===== config.mk =====
export PLATFORM = sky130hd
export DESIGN_NAME = cache_wb_ctrl
export DESIGN_NICKNAME = d
export VERILOG_FILES = /design/src/rtl/cache_wb_pkg.sv /design/src/rtl/cache_tag_store.sv /design/src/rtl/cache_data_store.sv /design/src/rtl/cache_victim_pick.sv /design/src/rtl/cache_wb_ctrl.sv
export SDC_FILE = /design/constraint.sdc
export NUM_CORES = 2
export LEC_CHECK = 0
export BUFFER_PORTS_ARGS = -buffer_cell sky130_fd_sc_hd__clkbuf_2
export CAP_MARGIN = 0
export CORE_MARGIN = 2
export CORE_UTILIZATION = 60
export CTS_CLUSTER_SIZE = 20
export DETAILED_ROUTE_END_ITERATION = 6
export PLACE_DENSITY_LB_ADDON = 0.05
export SLEW_MARGIN = 20
export SYNTH_ARGS = -nofsm -noshare
export SYNTH_HDL_FRONTEND = slang
export SYNTH_SLANG_ARGS = --single-unit

===== constraint.sdc =====
create_clock -name clk -period 6.5 [get_ports clk]
set_input_delay 0.65 -clock clk [delete_from_list [all_inputs] [get_ports clk]]
set_output_delay 0.65 -clock clk [all_outputs]
set_load 0.01 [all_outputs]

===== src/rtl/cache_wb_pkg.sv =====
package cache_wb_pkg;
   typedef enum logic [2:0] {
      CS_IDLE,
      CS_LOOKUP,
      CS_WBACK,
      CS_REFILL,
      CS_RESP
   } cstate_e;
endpackage


===== src/rtl/cache_tag_store.sv =====
module cache_tag_store #(
   parameter int SETS  = 4,
   parameter int WAYS  = 2,
   parameter int TAG_W = 6
) (
   input  logic                             clk,
   input  logic                             rst_n,
   input  logic [$clog2(SETS)-1:0]          idx,
   input  logic [TAG_W-1:0]                 cmp_tag,
   input  logic                             fill_en,
   input  logic [((WAYS>1)?$clog2(WAYS):1)-1:0] fill_way,
   input  logic [TAG_W-1:0]                 fill_tag,
   input  logic                             mark_en,
   input  logic [((WAYS>1)?$clog2(WAYS):1)-1:0] mark_way,
   output logic [WAYS-1:0]                  way_hit,
   output logic [WAYS-1:0]                  way_valid,
   output logic [WAYS-1:0]                  way_dirty,
   output logic [WAYS-1:0][TAG_W-1:0]       way_tag
);
   localparam int WAY_W = (WAYS > 1) ? $clog2(WAYS) : 1;

   for (genvar w = 0; w < WAYS; w++) begin : g_way
      logic [TAG_W-1:0] tag_q [SETS];
      logic [SETS-1:0]  vld_q;
      logic [SETS-1:0]  drt_q;
      logic             fill_me;
      logic             mark_me;

      assign fill_me = fill_en && (fill_way == WAY_W'(w));
      assign mark_me = mark_en && (mark_way == WAY_W'(w));

      always_ff @(posedge clk or negedge rst_n) begin
         if (!rst_n) begin
            vld_q <= '0;
            drt_q <= '0;
         end else if (fill_me) begin
            vld_q[idx] <= 1'b1;
            drt_q[idx] <= 1'b0;
         end else if (mark_me) begin
            drt_q[idx] <= 1'b1;
         end
      end

      always_ff @(posedge clk) begin
         if (fill_me) tag_q[idx] <= fill_tag;
      end

      assign way_tag[w]   = tag_q[idx];
      assign way_valid[w] = vld_q[idx];
      assign way_dirty[w] = drt_q[idx];
      assign way_hit[w]   = vld_q[idx] && (tag_q[idx] == cmp_tag);
   end
endmodule


===== src/rtl/cache_data_store.sv =====
module cache_data_store #(
   parameter int SETS       = 4,
   parameter int WAYS       = 2,
   parameter int LINE_WORDS = 4,
   parameter int WORD_W     = 32
) (
   input  logic                                  clk,
   input  logic [((WAYS>1)?$clog2(WAYS):1)-1:0]  rd_way,
   input  logic [$clog2(SETS)-1:0]               rd_idx,
   input  logic [$clog2(LINE_WORDS)-1:0]         rd_word,
   output logic [WORD_W-1:0]                     rd_data,
   input  logic                                  wr_en,
   input  logic [((WAYS>1)?$clog2(WAYS):1)-1:0]  wr_way,
   input  logic [$clog2(SETS)-1:0]               wr_idx,
   input  logic [$clog2(LINE_WORDS)-1:0]         wr_word,
   input  logic [WORD_W-1:0]                     wr_data,
   input  logic [WORD_W/8-1:0]                   wr_be
);
   localparam int DEPTH = WAYS * SETS * LINE_WORDS;
   localparam int A_W   = $clog2(DEPTH);
   localparam int LANES = WORD_W / 8;

   logic [WORD_W-1:0] mem_q [DEPTH];
   logic [A_W-1:0]    rd_a;
   logic [A_W-1:0]    wr_a;

   assign rd_a = A_W'((int'(rd_way) * SETS + int'(rd_idx)) * LINE_WORDS + int'(rd_word));
   assign wr_a = A_W'((int'(wr_way) * SETS + int'(wr_idx)) * LINE_WORDS + int'(wr_word));

   assign rd_data = mem_q[rd_a];

   always_ff @(posedge clk) begin
      if (wr_en) begin
         for (int b = 0; b < LANES; b++) begin
            if (wr_be[b]) mem_q[wr_a][b*8 +: 8] <= wr_data[b*8 +: 8];
         end
      end
   end
endmodule


===== src/rtl/cache_victim_pick.sv =====
module cache_victim_pick #(
   parameter int SETS = 4,
   parameter int WAYS = 2
) (
   input  logic                                  clk,
   input  logic                                  rst_n,
   input  logic [$clog2(SETS)-1:0]               idx,
   input  logic [WAYS-1:0]                       way_valid,
   input  logic                                  adv,
   output logic [((WAYS>1)?$clog2(WAYS):1)-1:0]  victim
);
   localparam int WAY_W = (WAYS > 1) ? $clog2(WAYS) : 1;

   if (WAYS == 1) begin : g_direct
      logic unused_inputs;
      assign unused_inputs = clk ^ rst_n ^ adv ^ (^idx) ^ (^way_valid);
      assign victim = '0;
   end else begin : g_assoc
      logic [WAY_W-1:0] rr_q [SETS];
      logic             all_valid;

      assign all_valid = &way_valid;

      always_comb begin
         victim = rr_q[idx];
         for (int w = WAYS - 1; w >= 0; w--) begin
            if (!way_valid[w]) victim = WAY_W'(w);
         end
      end

      always_ff @(posedge clk or negedge rst_n) begin
         if (!rst_n) begin
            for (int s = 0; s < SETS; s++) rr_q[s] <= '0;
         end else if (adv && all_valid) begin
            rr_q[idx] <= (rr_q[idx] == WAY_W'(WAYS - 1)) ? '0 : rr_q[idx] + 1'b1;
         end
      end
   end
endmodule


===== src/rtl/cache_wb_ctrl.sv =====
module cache_wb_ctrl
   import cache_wb_pkg::*;
#(
   parameter int ADDR_W     = 12,
   parameter int WORD_W     = 32,
   parameter int LINE_WORDS = 4,
   parameter int SETS       = 4,
   parameter int WAYS       = 2
) (
   input  logic                clk,
   input  logic                rst_n,
   input  logic                cpu_req,
   input  logic                cpu_we,
   input  logic [ADDR_W-1:0]   cpu_addr,
   input  logic [WORD_W-1:0]   cpu_wdata,
   input  logic [WORD_W/8-1:0] cpu_be,
   output logic                cpu_ready,
   output logic [WORD_W-1:0]   cpu_rdata,
   output logic                mem_req,
   output logic                mem_we,
   output logic [ADDR_W-1:0]   mem_addr,
   output logic [WORD_W-1:0]   mem_wdata,
   input  logic                mem_ready,
   input  logic [WORD_W-1:0]   mem_rdata
);
   localparam int LANES  = WORD_W / 8;
   localparam int BOFF_W = $clog2(LANES);
   localparam int WOFF_W = $clog2(LINE_WORDS);
   localparam int IDX_W  = $clog2(SETS);
   localparam int TAG_W  = ADDR_W - IDX_W - WOFF_W - BOFF_W;
   localparam int WAY_W  = (WAYS > 1) ? $clog2(WAYS) : 1;

   if (WORD_W % 8 != 0 || WORD_W < 16)
      begin : g_bad_word  $error("WORD_W must be a multiple of 8, at least 16"); end
   if (LINE_WORDS < 2 || (1 << WOFF_W) != LINE_WORDS)
      begin : g_bad_line  $error("LINE_WORDS must be a power of two, at least 2"); end
   if (SETS < 2 || (1 << IDX_W) != SETS)
      begin : g_bad_sets  $error("SETS must be a power of two, at least 2"); end
   if (WAYS < 1)
      begin : g_bad_ways  $error("WAYS must be at least 1"); end
   if (TAG_W < 1)
      begin : g_bad_addr  $error("ADDR_W too small for the geometry"); end

   cstate_e                  state_q;
   logic [ADDR_W-1:BOFF_W]   addr_q;
   logic                     we_q;
   logic [WORD_W-1:0]        wdata_q;
   logic [LANES-1:0]         be_q;
   logic [WAY_W-1:0]         vic_q;
   logic [WOFF_W-1:0]        cnt_q;
   logic [WORD_W-1:0]        rdata_q;

   logic [TAG_W-1:0]         r_tag;
   logic [IDX_W-1:0]         r_idx;
   logic [WOFF_W-1:0]        r_word;
   logic                     unused_byte_off;

   logic [WAYS-1:0]          way_hit;
   logic [WAYS-1:0]          way_valid;
   logic [WAYS-1:0]          way_dirty;
   logic [WAYS-1:0][TAG_W-1:0] way_tag;
   logic [WAY_W-1:0]         hit_way;
   logic [WAY_W-1:0]         victim;
   logic                     any_hit;
   logic                     lkp_hit;
   logic                     lkp_miss;
   logic                     last_word;
   logic                     fill_done;

   logic [WAY_W-1:0]         rd_way;
   logic [WOFF_W-1:0]        rd_word;
   logic [WORD_W-1:0]        rd_data;
   logic                     dw_en;
   logic [WAY_W-1:0]         dw_way;
   logic [WOFF_W-1:0]        dw_word;
   logic [WORD_W-1:0]        dw_data;
   logic [LANES-1:0]         dw_be;

   assign unused_byte_off = ^cpu_addr[BOFF_W-1:0];

   assign r_tag  = addr_q[ADDR_W-1 -: TAG_W];
   assign r_idx  = addr_q[BOFF_W+WOFF_W +: IDX_W];
   assign r_word = addr_q[BOFF_W +: WOFF_W];

   always_comb begin
      hit_way = '0;
      for (int w = 0; w < WAYS; w++) begin
         if (way_hit[w]) hit_way = hit_way | WAY_W'(w);
      end
   end

   assign any_hit   = |way_hit;
   assign lkp_hit   = (state_q == CS_LOOKUP) && any_hit;
   assign lkp_miss  = (state_q == CS_LOOKUP) && !any_hit;
   assign last_word = (cnt_q == WOFF_W'(LINE_WORDS - 1));
   assign fill_done = (state_q == CS_REFILL) && mem_ready && last_word;

   cache_tag_store #(
      .SETS (SETS),
      .WAYS (WAYS),
      .TAG_W(TAG_W)
   ) u_tags (
      .clk      (clk),
      .rst_n    (rst_n),
      .idx      (r_idx),
      .cmp_tag  (r_tag),
      .fill_en  (fill_done),
      .fill_way (vic_q),
      .fill_tag (r_tag),
      .mark_en  (lkp_hit && we_q),
      .mark_way (hit_way),
      .way_hit  (way_hit),
      .way_valid(way_valid),
      .way_dirty(way_dirty),
      .way_tag  (way_tag)
   );

   cache_victim_pick #(
      .SETS(SETS),
      .WAYS(WAYS)
   ) u_victim (
      .clk      (clk),
      .rst_n    (rst_n),
      .idx      (r_idx),
      .way_valid(way_valid),
      .adv      (lkp_miss),
      .victim   (victim)
   );

   assign rd_way  = (state_q == CS_LOOKUP) ? hit_way : vic_q;
   assign rd_word = (state_q == CS_WBACK) ? cnt_q : r_word;

   always_comb begin
      if (state_q == CS_REFILL) begin
         dw_en   = mem_ready;
         dw_way  = vic_q;
         dw_word = cnt_q;
         dw_data = mem_rdata;
         dw_be   = '1;
      end else begin
         dw_en   = lkp_hit && we_q;
         dw_way  = hit_way;
         dw_word = r_word;
         dw_data = wdata_q;
         dw_be   = be_q;
      end
   end

   cache_data_store #(
      .SETS      (SETS),
      .WAYS      (WAYS),
      .LINE_WORDS(LINE_WORDS),
      .WORD_W    (WORD_W)
   ) u_data (
      .clk     (clk),
      .rd_way  (rd_way),
      .rd_idx  (r_idx),
      .rd_word (rd_word),
      .rd_data (rd_data),
      .wr_en   (dw_en),
      .wr_way  (dw_way),
      .wr_idx  (r_idx),
      .wr_word (dw_word),
      .wr_data (dw_data),
      .wr_be   (dw_be)
   );

   always_ff @(posedge clk or negedge rst_n) begin
      if (!rst_n) begin
         state_q <= CS_IDLE;
         addr_q  <= '0;
         we_q    <= 1'b0;
         wdata_q <= '0;
         be_q    <= '0;
         vic_q   <= '0;
         cnt_q   <= '0;
         rdata_q <= '0;
      end else begin
         unique case (state_q)
            CS_IDLE: begin
               if (cpu_req) begin
                  addr_q  <= cpu_addr[ADDR_W-1:BOFF_W];
                  we_q    <= cpu_we;
                  wdata_q <= cpu_wdata;
                  be_q    <= cpu_be;
                  state_q <= CS_LOOKUP;
               end
            end
            CS_LOOKUP: begin
               if (any_hit) begin
                  rdata_q <= rd_data;
                  state_q <= CS_RESP;
               end else begin
                  vic_q   <= victim;
                  cnt_q   <= '0;
                  state_q <= (way_valid[victim] && way_dirty[victim]) ? CS_WBACK : CS_REFILL;
               end
            end
            CS_WBACK: begin
               if (mem_ready) begin
                  cnt_q <= cnt_q + 1'b1;
                  if (last_word) state_q <= CS_REFILL;
               end
            end
            CS_REFILL: begin
               if (mem_ready) begin
                  cnt_q <= cnt_q + 1'b1;
                  if (last_word) state_q <= CS_LOOKUP;
               end
            end
            CS_RESP: state_q <= CS_IDLE;
            default: state_q <= CS_IDLE;
         endcase
      end
   end

   always_comb begin
      mem_addr = '0;
      if (state_q == CS_WBACK)
         mem_addr = {way_tag[vic_q], r_idx, cnt_q, BOFF_W'(0)};
      else if (state_q == CS_REFILL)
         mem_addr = {r_tag, r_idx, cnt_q, BOFF_W'(0)};
   end

   assign mem_req   = (state_q == CS_WBACK) || (state_q == CS_REFILL);
   assign mem_we    = (state_q == CS_WBACK);
   assign mem_wdata = rd_data;
   assign cpu_ready = (state_q == CS_RESP);
   assign cpu_rdata = rdata_q;
endmodule


==> metrics <==
status finished clean; Tot Pwr 0.0299 W; relative slew slack 28.5%; flip-flop and latch area 34800 um2; RSZ-0062 raised after global routing no; first-pass GRT wire length 206000 um; number of DRC markers in iteration 0 3813; Hold Path Stages 2; vias per inst 6.77; CTS tree done; FF-to-FF setup slack 1.41 ns; nets 3510; Root Driver clkbuf_16; commonest non-fill, non-tap cell in the layout edfxtp_1; filler cell count 6102; Reg clk slew, reported paths 0.07 ns; ANT nets after route 0; Pleak 20.4 nW; DP Area 56500 um2; post-route cell area 60700 um2; CTS Sinks 1177; P per Cell Area 493 nW/um2; critical path data required time 5.85 ns; drc violations 0; # hold bufs at CTS 1; core footprint 90000 um2; Mean Syn Cell Area 16.4 um2; startpoint types flip-flop; Min-Delay Endpoint wdata_q[3]; DP Wirelength 80100 um; MaxCap Viol Count 0; Hold Startpoint cpu_wdata[3]; port bufs 159; Initial Util 60.6%; pin count of the biggest net entering global routing 137; die width 305 um; Ys Warns 0; sequential area share after synthesis 63.8%; max-slew violations 0; Layout Skew 0.0209 ns; wire per inst 29.0 um; slew of the pin with the lowest slew margin 1.07 ns; Post-Synthesis Cell Area 54500 um2; fin worst setup slack 1.31 ns; reg2reg start addr_q[4]; worst min path class in -> reg; crit path DAT 4.54 ns; Std-Cell Rows 110; setup bufs post-CTS 0; final hold vios 0; Yosys cell types 43; commonest non-fill, non-tap cells in the layout edfxtp_1, nand2_1, mux4_2; flops & latches, synth 1177; Post-Syn Instances 3324; I/O pin total 164; vias in the first global route 32600; setup_tns 0 ns; Peak VDD IR 0.000648 V; multi-input logic area 18800 um2; clock latency on the worst-skew pair 0.72 ns; H-tree depth 3; initial antenna violation count 2; GRT Util Overall 29.9%; Num CTS Buffers 119; final core occ 67.4%; Place WS 1.42 ns; Die Ht 305 um; worst r2r path cells 6; GRT overflow 0; critical path class reg -> out; DR vias 31800; Fmax 0.193 GHz; Finish-stage setup viols 0; layout cell share with drive strength beyond 1 30.5%; min Tclk post-route 5.19 ns; CP endpoint kind output port; Die Area 93300 um2; Bufs on Longest Clock Path 3; drt first pass iters 6; Area growth syn-to-layout 11.2%; CP Max Fanout 32; Final Cycle Share 79.8%; Reg-to-Reg End u_data.mem_q[31][20]; PostCTS Resize Cnt 0; overall routed net length 137000 um; Final GP Congestion 0.815
cell type report:
cell class                 instances  area share (%)
sequential                      1177            57.4
multi-input combinational       1892            31.0
clock buffer                     149            5.52
timing repair buffer             227            2.44
tap                             1176            2.43
clock inverter                    74            1.18
inverter                           7          0.0557
antenna                            1         0.00412
registers in the layout, indices dropped and copies added, names as in the netlist, named ones only:
signal                 flops
addr_q                    10
be_q                       4
cnt_q                      2
cpu_rdata                 32
state_q                    3
u_data.mem_q            1024
u_tags.g_way.tag_q        48
u_tags.g_way.vld_q         8
u_victim.g_assoc.rr_q      4
vic_q                      1
wdata_q                   32
we_q                       1
power by group:
group,switching (W),internal (W),leakage (nW)
sequential,0.000603,0.0103,11.1
combinational,0.00740,0.00457,7.34
clock,0.00292,0.00415,1.99
metrics by stage:
step	hold slack, ns	std cells
3_5_place_dp	0.448	4478
6_report	0.171	4703
5_1_grt	0.166	4703
4_1_cts	0.133	4702
3_3_place_gp	0.446	4478
2_1_floorplan	0.354	3325
cell families (layout without fill, tap and decap cells):
logic type               after synthesis  after routing  synth area share [%]
other                                  1              3               0.00688
AO/OA/AOI/OAI                         51             51                 0.587
flip-flops                          1177           1177                  63.8
AND/OR/NAND/NOR                     1177           1177                  9.25
multiplexers                         645            645                  24.2
XOR/XNOR                              16             16                 0.257
adder cells (fa/ha/maj)                1              1                0.0229
buffers and inverters                256            457                  1.88
cells in the mapped netlist, drive strengths merged:
master  instances  area share (%)
edfxtp       1072              59
nand2         628             4.3
mux4          529              22
nand3         259             2.4
nor2          177             1.2
clkbuf        152             1.0
dfrtp         105             4.8
buf            97            0.79
mux2           77             1.6
nand4          67            0.78
mux2i          39            0.72
a21oi          24            0.22
or2            13            0.15
xnor2          12            0.19
a31oi           9            0.10
o21ai           8           0.073
and2            7           0.080
inv             6           0.041
nor2b           6           0.069
nand2b          5           0.057
a31o            4           0.064
nor4            4           0.046
xor2            4           0.064
o31ai           3           0.076
nor3            2           0.018
nor3b           2           0.028
o211ai          2           0.028
or3             2           0.023
and3b           1           0.016
clkinv          1          0.0069
conb            1          0.0069
ha              1           0.023
nand3b          1           0.014
nand4b          1           0.016
nor4b           1           0.016
o22ai           1           0.023
or3b            1           0.016
worst max-delay path by stage:
stage / cells past startpoint / to / startpoint / slack (ns)
floorplan: 8 / u_data.mem_q[28][10] / addr_q[4] / 3.50
global placement: 6 / u_data.mem_q[29][17] / addr_q[4] / 1.53
detailed placement: 6 / u_data.mem_q[31][17] / addr_q[4] / 1.42
CTS: 7 / mem_wdata[23] / addr_q[4] / 1.24
global route: 7 / mem_wdata[23] / addr_q[4] / 1.06
finish: 7 / mem_wdata[23] / addr_q[4] / 1.31
worst max-delay path, cell delays in order (launching register included):
cell and delay [ns]:
dfrtp_1 1.02, mux4_2 0.63, xnor2_1 0.22, nand3_1 0.26, o31ai_4 0.23, buf_4 0.67, mux2i_1 0.52, clkbuf_2 0.22
routing by layer:
layer	wire [um]	up-vias	track usage, %
met5	13	-	0
li1	-	13400	-
met2	68300	1578	48.9
met1	52300	16600	42.5
met3	12200	215	4.39
met4	3780	2	9.04
Power figures use the tool's default switching activity.
